==> config.mk <==
export PLATFORM = sky130hd
export DESIGN_NAME = enc_event_unit
export DESIGN_NICKNAME = d
export VERILOG_FILES = /design/src/rtl/enc_event_pkg.sv /design/src/rtl/enc_evt_status.sv /design/src/rtl/enc_motion_wdog.sv /design/src/rtl/enc_cnt_bank.sv /design/src/rtl/enc_event_unit.sv
export SDC_FILE = /design/constraint.sdc
export NUM_CORES = 1
export LEC_CHECK = 0
export ABC_AREA = 1
export BUFFER_PORTS_ARGS = -buffer_cell sky130_fd_sc_hd__buf_2
export CAP_MARGIN = 20
export CORE_AREA = 2 2 220 222
export DETAILED_ROUTE_END_ITERATION = 10
export DIE_AREA = 0 0 222 224
export PLACE_DENSITY = 0.63
export SYNTH_ARGS = -nofsm -noshare
export SYNTH_HDL_FRONTEND = slang
export SYNTH_SLANG_ARGS = --single-unit
==> constraint.sdc <==
create_clock -name clk_i -period 2.7 [get_ports clk_i]
set_input_delay 0.54 -clock clk_i [delete_from_list [all_inputs] [get_ports clk_i]]
set_output_delay 0.54 -clock clk_i [all_outputs]
set_load 0.03 [all_outputs]
==> src/rtl/enc_event_pkg.sv <==
package enc_event_pkg;
  localparam int NUM_EV   = 4;
  localparam int EV_Z     = 0;
  localparam int EV_CMP   = 1;
  localparam int EV_HOME  = 2;
  localparam int EV_WDG   = 3;
  localparam int NUM_CNT  = 4;
  localparam int NUM_BANK = 3;
  localparam int BANK_RD  = 0;
  localparam int BANK_S0  = 1;
  localparam int BANK_S1  = 2;

  typedef logic [NUM_EV-1:0] ev_vec_t;
endpackage

==> src/rtl/enc_evt_status.sv <==
module enc_evt_status
  import enc_event_pkg::*;
(
  input  logic    clk_i,
  input  logic    rst_ni,
  input  ev_vec_t ev_i,
  input  logic    clr_we_i,
  input  ev_vec_t clr_mask_i,
  input  ev_vec_t irq_en_i,
  input  ev_vec_t dma_en_i,
  input  ev_vec_t trg_en_i,
  input  ev_vec_t rd_en_i,
  output ev_vec_t status_o,
  output logic    irq_o,
  output logic    dma_o,
  output logic    trg_o,
  output logic    rd_load_o
);
  ev_vec_t status_q;
  ev_vec_t clr_eff;
  logic    trg_q;

  assign clr_eff = clr_we_i ? clr_mask_i : '0;

  // set has priority over clear
  always_ff @(posedge clk_i or negedge rst_ni) begin
    if (!rst_ni) begin
      status_q <= '0;
      trg_q    <= 1'b0;
    end else begin
      status_q <= (status_q & ~clr_eff) | ev_i;
      trg_q    <= |(ev_i & trg_en_i);
    end
  end

  assign status_o  = status_q;
  assign irq_o     = |(status_q & irq_en_i);
  assign dma_o     = |(status_q & dma_en_i);
  assign trg_o     = trg_q;
  assign rd_load_o = |(ev_i & rd_en_i);
endmodule

==> src/rtl/enc_motion_wdog.sv <==
module enc_motion_wdog #(
  parameter int CNT_W = 32,
  parameter int WDG_W = 16
) (
  input  logic             clk_i,
  input  logic             rst_ni,
  input  logic [CNT_W-1:0] ph_cnt_i,
  input  logic             en_i,
  input  logic [WDG_W-1:0] timeout_i,
  output logic             fire_o
);
  logic [CNT_W-1:0] ph_prev_q;
  logic [WDG_W-1:0] cnt_q;
  logic [WDG_W:0]   cnt_inc;
  logic             active;

  assign active  = (ph_cnt_i != ph_prev_q);
  assign cnt_inc = {1'b0, cnt_q} + 1'b1;
  assign fire_o  = en_i && !active && (timeout_i != '0) &&
                   (cnt_inc == {1'b0, timeout_i});

  // counter saturates at timeout so the event fires once per quiet interval
  always_ff @(posedge clk_i or negedge rst_ni) begin
    if (!rst_ni) begin
      ph_prev_q <= '0;
      cnt_q     <= '0;
    end else begin
      ph_prev_q <= ph_cnt_i;
      if (!en_i || active)         cnt_q <= '0;
      else if (cnt_q != timeout_i) cnt_q <= cnt_q + 1'b1;
    end
  end
endmodule

==> src/rtl/enc_cnt_bank.sv <==
module enc_cnt_bank #(
  parameter int CNT_W   = 32,
  parameter int NUM_CNT = 4,
  localparam int BW     = CNT_W * NUM_CNT
) (
  input  logic          clk_i,
  input  logic          rst_ni,
  input  logic          load_i,
  input  logic [BW-1:0] cnt_i,
  output logic [BW-1:0] bank_o
);
  logic [BW-1:0] bank_q;

  always_ff @(posedge clk_i or negedge rst_ni) begin
    if (!rst_ni)     bank_q <= '0;
    else if (load_i) bank_q <= cnt_i;
  end

  assign bank_o = bank_q;
endmodule

==> src/rtl/enc_event_unit.sv <==
module enc_event_unit
  import enc_event_pkg::*;
#(
  parameter int CNT_W = 32,
  parameter int WDG_W = 16,
  localparam int BW   = CNT_W * NUM_CNT
) (
  input  logic             clk_i,
  input  logic             rst_ni,
  input  logic             zidx_i,
  input  logic             cmp_match_i,
  input  logic             home_i,
  input  logic [CNT_W-1:0] z_cnt_i,
  input  logic [CNT_W-1:0] ph_cnt_i,
  input  logic [CNT_W-1:0] spd_cnt_i,
  input  logic [CNT_W-1:0] tmr_cnt_i,
  input  logic             clr_we_i,
  input  logic [3:0]       clr_mask_i,
  input  logic [3:0]       irq_en_i,
  input  logic [3:0]       dma_en_i,
  input  logic [3:0]       trg_en_i,
  input  logic [3:0]       rd_en_i,
  input  logic             sw_read_i,
  input  logic             snap_en_i,
  input  logic             snap0_i,
  input  logic             snap1_i,
  input  logic             wdg_en_i,
  input  logic [WDG_W-1:0] wdg_timeout_i,
  output logic [3:0]       status_o,
  output logic             irq_o,
  output logic             dma_req_o,
  output logic             trg_o,
  output logic [BW-1:0]    rd_bank_o,
  output logic [BW-1:0]    snap0_bank_o,
  output logic [BW-1:0]    snap1_bank_o
);
  ev_vec_t              ev;
  logic                 wdg_fire;
  logic                 rd_load;
  logic [BW-1:0]        cnt_cat;
  logic [NUM_BANK-1:0]  bank_load;
  logic [BW-1:0]        bank_q [NUM_BANK];

  always_comb begin
    ev          = '0;
    ev[EV_Z]    = zidx_i;
    ev[EV_CMP]  = cmp_match_i;
    ev[EV_HOME] = home_i;
    ev[EV_WDG]  = wdg_fire;
  end

  assign cnt_cat = {z_cnt_i, ph_cnt_i, spd_cnt_i, tmr_cnt_i};

  enc_motion_wdog #(.CNT_W(CNT_W), .WDG_W(WDG_W)) u_wdog (
    .clk_i     (clk_i),
    .rst_ni    (rst_ni),
    .ph_cnt_i  (ph_cnt_i),
    .en_i      (wdg_en_i),
    .timeout_i (wdg_timeout_i),
    .fire_o    (wdg_fire)
  );

  enc_evt_status u_status (
    .clk_i      (clk_i),
    .rst_ni     (rst_ni),
    .ev_i       (ev),
    .clr_we_i   (clr_we_i),
    .clr_mask_i (clr_mask_i),
    .irq_en_i   (irq_en_i),
    .dma_en_i   (dma_en_i),
    .trg_en_i   (trg_en_i),
    .rd_en_i    (rd_en_i),
    .status_o   (status_o),
    .irq_o      (irq_o),
    .dma_o      (dma_req_o),
    .trg_o      (trg_o),
    .rd_load_o  (rd_load)
  );

  always_comb begin
    bank_load          = '0;
    bank_load[BANK_RD] = sw_read_i | rd_load;
    bank_load[BANK_S0] = snap_en_i & snap0_i;
    bank_load[BANK_S1] = snap_en_i & snap1_i;
  end

  for (genvar b = 0; b < NUM_BANK; b++) begin : g_bank
    enc_cnt_bank #(.CNT_W(CNT_W), .NUM_CNT(NUM_CNT)) u_bank (
      .clk_i  (clk_i),
      .rst_ni (rst_ni),
      .load_i (bank_load[b]),
      .cnt_i  (cnt_cat),
      .bank_o (bank_q[b])
    );
  end

  assign rd_bank_o    = bank_q[BANK_RD];
  assign snap0_bank_o = bank_q[BANK_S0];
  assign snap1_bank_o = bank_q[BANK_S1];
endmodule

-- Word-level counts from Yosys, hierarchy flattened
Index checks and enable logic that the tools add are counted.
- register bits after elaboration: 437
- bits in latches: 0
- bits in writable memories: 0
- ROM bits: 0
- bits of input ports: 175
- memories kept: 0
- add/sub/neg operators: 2
- multipliers: 0
- divide/modulo/power cells: 0
- magnitude comparators: 0
- equal/unequal tests: 3
- shifts and indexed selects: 0
- mux-type cells: 3
- bitwise operators: 10
- reductions and logical operators: 12
- operators by type and width (cell ; count):
    16-bit 2-to-1 mux ; 2
    32-bit inequality test ; 1
    4-bit AND ; 5
    16-bit by 1-bit adder with 17-bit output (second input constant) ; 1
    17-bit by 16-bit equality test with 1-bit output ; 1
    16-bit by 1-bit adder with 16-bit output (second input constant) ; 1
    16-bit inequality test ; 1
    16-bit nonzero test ; 1
    4-bit OR reduction ; 4
    4-bit 2-to-1 mux ; 1
    4-bit inverter ; 1
    4-bit OR ; 1
    1-bit logical AND ; 3
    1-bit AND ; 2
    1-bit logical NOT ; 2
    2-bit nonzero test ; 1
    1-bit logical OR ; 1
    1-bit OR ; 1

-- Longest topological paths before layout
- word-level depth: 8
- gate-level depth with buffers: 17
- gate-level depth less buffers: 14

-- By module
A second synthesis with hierarchy kept.
- cell total of the unflattened synthesis: 2108
- area total of the unflattened synthesis: 18143.7 µm²
- modules (own cells, without submodules) (module ; times used ; cells an instance ; area each (µm²) ; seq. area each (µm²)):
    enc_cnt_bank ; 3 ; 541 ; 4959.8 ; 3203.1
    enc_motion_wdog ; 1 ; 421 ; 2917.8 ; 1201.2
    enc_evt_status ; 1 ; 57 ; 320.3 ; 125.1
    enc_event_unit ; 1 ; 7 ; 26.3 ; 0.0

-- Worst setup path before layout
Ideal clock, no wire load.
- path kind: register to register
- start point: register u_wdog.cnt_q[0]
- end point: register g_bank[0].u_bank.bank_q[100]
- library setup time: 117 ps
- arrival time: 1990 ps
- path slack: 593 ps
- cell stages (with the launch flop): 15
- buffers on the path: 2
- cell sequence: dfrtp_1 > ha_1 > nand3_2 > nor2_4 > nand3_1 > nand2_1 > nand2_1 > nor2_1 > nand3_1 > nor2_2 > nand3_2 > buf_2 > buf_2 > nand3_1 > nand2_1
- word-level cells in the longest chain between the ends: 6
- ends and longest elaborated chain (element ; line ; source):
    start, declared ; enc_motion_wdog.sv:13 ; logic [WDG_W-1:0] cnt_q;
    start signal, assigned ; enc_motion_wdog.sv:30 ; else if (cnt_q != timeout_i) cnt_q <= cnt_q + 1'b1;
    16-bit by 1-bit adder with 17-bit output ; enc_motion_wdog.sv:18 ; assign cnt_inc = {1'b0, cnt_q} + 1'b1;
    17-bit by 16-bit equality test with 1-bit output ; enc_motion_wdog.sv:20 ; (cnt_inc == {1'b0, timeout_i});
    1-bit logical AND ; enc_motion_wdog.sv:19 ; assign fire_o = en_i && !active && (timeout_i != '0) &&
    4-bit AND ; enc_evt_status.sv:40 ; assign rd_load_o = |(ev_i & rd_en_i);
    4-bit OR reduction ; enc_evt_status.sv:40 ;
    1-bit OR ; enc_event_unit.sv:82 ; bank_load[BANK_RD] = sw_read_i | rd_load;
    end signal, assigned ; enc_cnt_bank.sv:16 ; else if (load_i) bank_q <= cnt_i;
    end, declared ; enc_cnt_bank.sv:12 ; logic [BW-1:0] bank_q;
Every way passes these cells.
A chain may end at the register's enable or synchronous reset.

-- Worst setup path after layout
- start point: register u_wdog.cnt_q[2]
- end point: register g_bank[0].u_bank.bank_q[57]
The elaborated chain is that of the path after synthesis.

==> reports/results.ini <==
[final_layout]
syn_to_final_growth_pct = 29.9
final_layout_size_suffix_gt1_share_pct = 27.2
stdcell_area_sq_um = 23000
nFillCells = 4525
final_util_pct = 48.7
finalNonFillerCells = 3199
mostFrequentLayoutCells = 678 x nand2_1, 564 x buf_2, 435 x dfrtp_1, 259 x o21ai_0, 190 x inv_1
fin_nets = 2719
final_common_cell = nand2_1

[worst_setup_path]
crit_required_ps = 3190
endpoint_kind = flop
worstPathArrival_ps = 2970
crit_path_start_kind = flop
crit_top_cell = nand2_1
critPathTopFamily = simple AND/OR/NAND/NOR gates
path_max_fanout = 33
slowest_stage = dfrtp_1
path_buf_inv = 1
max_stage_delay_ps = 440
path_cells = nand2_1, nor2_1, nand2_1, o21bai_1, nand2_1, nor2_1, nand3_1, nor2_2, nand3_4, nand2_8, clkbuf_16, nand2_1, nand2_1
critical_path_class = flop to flop

[routing]
totalWireLength_um = 59800
wl_per_cell_um = 18.7
postRouteAntennaNets = 0
viasPerCell = 4.92
vias = 15800
drt_iter0_markers = 1223
first_pass_iters = 4
drcViolationCount = 0

[synth]
ys_top_cells_by_area = dfrtp_1 62%, nand2_1 14%, o21ai_0 7.3%
synth_edf_count = 0
seq_area_frac_synth_pct = 61.7
syn_area_sq_um = 17700
yosys.area.top_type = dfrtp_1
synth_cell_types = 36
ys_ff_latch = 437
async_flop_share_pct = 100
synth.avg_cell_area_sq_um = 8.90
synth_flop_cell = dfrtp_1
postSynthCellCount = 1993
ys_warn_count = 0
synth_top_area_share_pct = 61.7
synth_nets = 2169

[grt]
grt_usage_pct = 23.3
grt_start_max_net_pins = 99
antenna_found_initial = 6
grt_pass1_wl_um = 90700
gr-total-overflow = 0
grt_pass1_vias = 15100

[placement]
port-buffer-count = 565
placed_cell_area_sq_um = 21300
dp.cells = 3105
place_congestion = 0.894
pre_cts_slack_ps = 153
dp_hpwl_um = 43500

[floorplanning]
rows = 80
ioPinCount = 566
dieArea_sq_um = 49700
die_x_um = 222
core_area_sq_um = 47300
start_util_pct = 37.5
die_h_um = 224

[sta]
min_period_ps = 2480
fin_crit_sh_pct = 91.9
rsz0062_at_grt = false
fin_setup_tns_ps = 0
hold_ws_ps = 124
hold_violations = 0
finalMaxSlewViolations = 0
max-slew-margin-rel_pct = 54.5
fin_skew_ps = 14.0
fin_ws_ps = 219
worst_pin_slew_ps = 682
max_freq_ghz = 0.403
setup_viol = 0

[power_and_ir_drop]
power_frac_seq_pct = 42.8
p_leak_nw = 12.5
p_sw_share_pct = 32.3
clkPwrFrac_pct = 36.6
peakVddDrop_v = 0.000393
power.density_nw_per_um2 = 775
power_frac_comb_pct = 20.6
power_mw = 17.9
switchingPower_mw = 5.76
internal-power_mw = 12.1

[clock_tree]
cts-root-buf = clkbuf_16
cts_tree = done
cts-buffers-inserted = 48
clock_latency_ps = 560
h-tree-depth = 2
clkSinkCount = 437
postCtsSetupBuffers = 0
cts_max_path_buffers = 3
clk_pin_slew_ps = 60

[status]
status = complete, no violations

[job]
cap_viol_max_count = 0

[hold_path]
hold_path.class = input port to flop

## worst reg2reg max path, delay by kind of cell, from the launching register on
family,cells,cell delay [ps]
AND/OR/NAND/NOR,11,1540
flip-flops,1,440
buffers and inverters,1,260
AO/OA/AOI/OAI,1,170
## power by group through the flow
| stage | logic [mW] | registers [mW] | clock network [mW] |
|---|---|---|---|
| floorplan | 0.819 | 9.06 | 0 |
| global placement | 3.64 | 7.72 | 0 |
| detailed placement | 3.68 | 7.74 | 0 |
| CTS | 3.69 | 7.64 | 6.69 |
| global route | 3.95 | 7.72 | 6.96 |
| finish | 3.68 | 7.64 | 6.55 |
## cell families after synthesis
family / after synthesis / share of synthesized area (%)
xor+xnor: 24 / 1.19
buf+inv: 295 / 6.88
fa+ha+maj: 1 / 0.0705
flops: 437 / 61.7
compound gates: 283 / 8.15
simple gates: 953 / 22.1
## routing by layer
layer | track usage [%] | vias to the layer above | routed length [um]
li1 | - | 7417 | -
met3 | 4.63 | 100 | 3860
met1 | 31.1 | 7605 | 25400
met4 | 6.54 | 2 | 1530
met5 | 0 | - | 8
met2 | 38.9 | 627 | 29100
## synthesized netlist by cell type, types with 12 or more instances
master and number:
xnor2_1 19, nor3_1 15, inv_1 190, o21ai_0 259, buf_1 15, nor2_1 65
dfrtp_1 437, a21oi_1 12, nand4_1 20, buf_2 15, nand2_1 681, clkbuf_1 59
nand3_1 156
## registers in the layout, indices dropped and copies added (netlist names)
signal                count
u_wdog.ph_prev_q         32
u_status.status_o         4
u_wdog.cnt_q             16
g_bank.u_bank.bank_o    384
u_status.trg_o            1
## path summary, 6_finish.rpt
path	start	slack, ps	end	cells past startpoint
min in group asynchronous	rst_ni	510	g_bank[0].u_bank.bank_o[47]	2
worst min-delay path	ph_cnt_i[22]	120	u_wdog.ph_prev_q[22]	1
worst max-delay path	u_wdog.cnt_q[2]	220	g_bank[0].u_bank.bank_o[57]	13
worst max register to register	u_wdog.cnt_q[2]	220	g_bank[0].u_bank.bank_o[57]	13
max in group asynchronous	rst_ni	1220	g_bank[0].u_bank.bank_o[121]	3
worst min register to register	g_bank[1].u_bank.bank_o[73]	480	g_bank[1].u_bank.bank_o[73]	2
## final cells by class
| class | count | area [sq um] | share of cell area (%) |
|---|---|---|---|
| repair buffers | 603 | 3380 | 14.7 |
| multi-input cells | 1261 | 5630 | 24.4 |
| clock inverters | 17 | 148 | 0.641 |
| clock buffers | 69 | 1440 | 6.25 |
| inverters | 192 | 721 | 3.13 |
| well taps | 615 | 769 | 3.34 |
| flip-flops and latches | 437 | 10900 | 47.5 |
| diodes | 5 | 12.5 | 0.0543 |
## repair_timing
item,in CTS,in global routing
setup endpoints to repair,0,124
endpoints found under the hold margin,40,0
gates resized for setup,0,8
hold buffers,1,0
No activity file was read; power rests on OpenSTA's default activity.
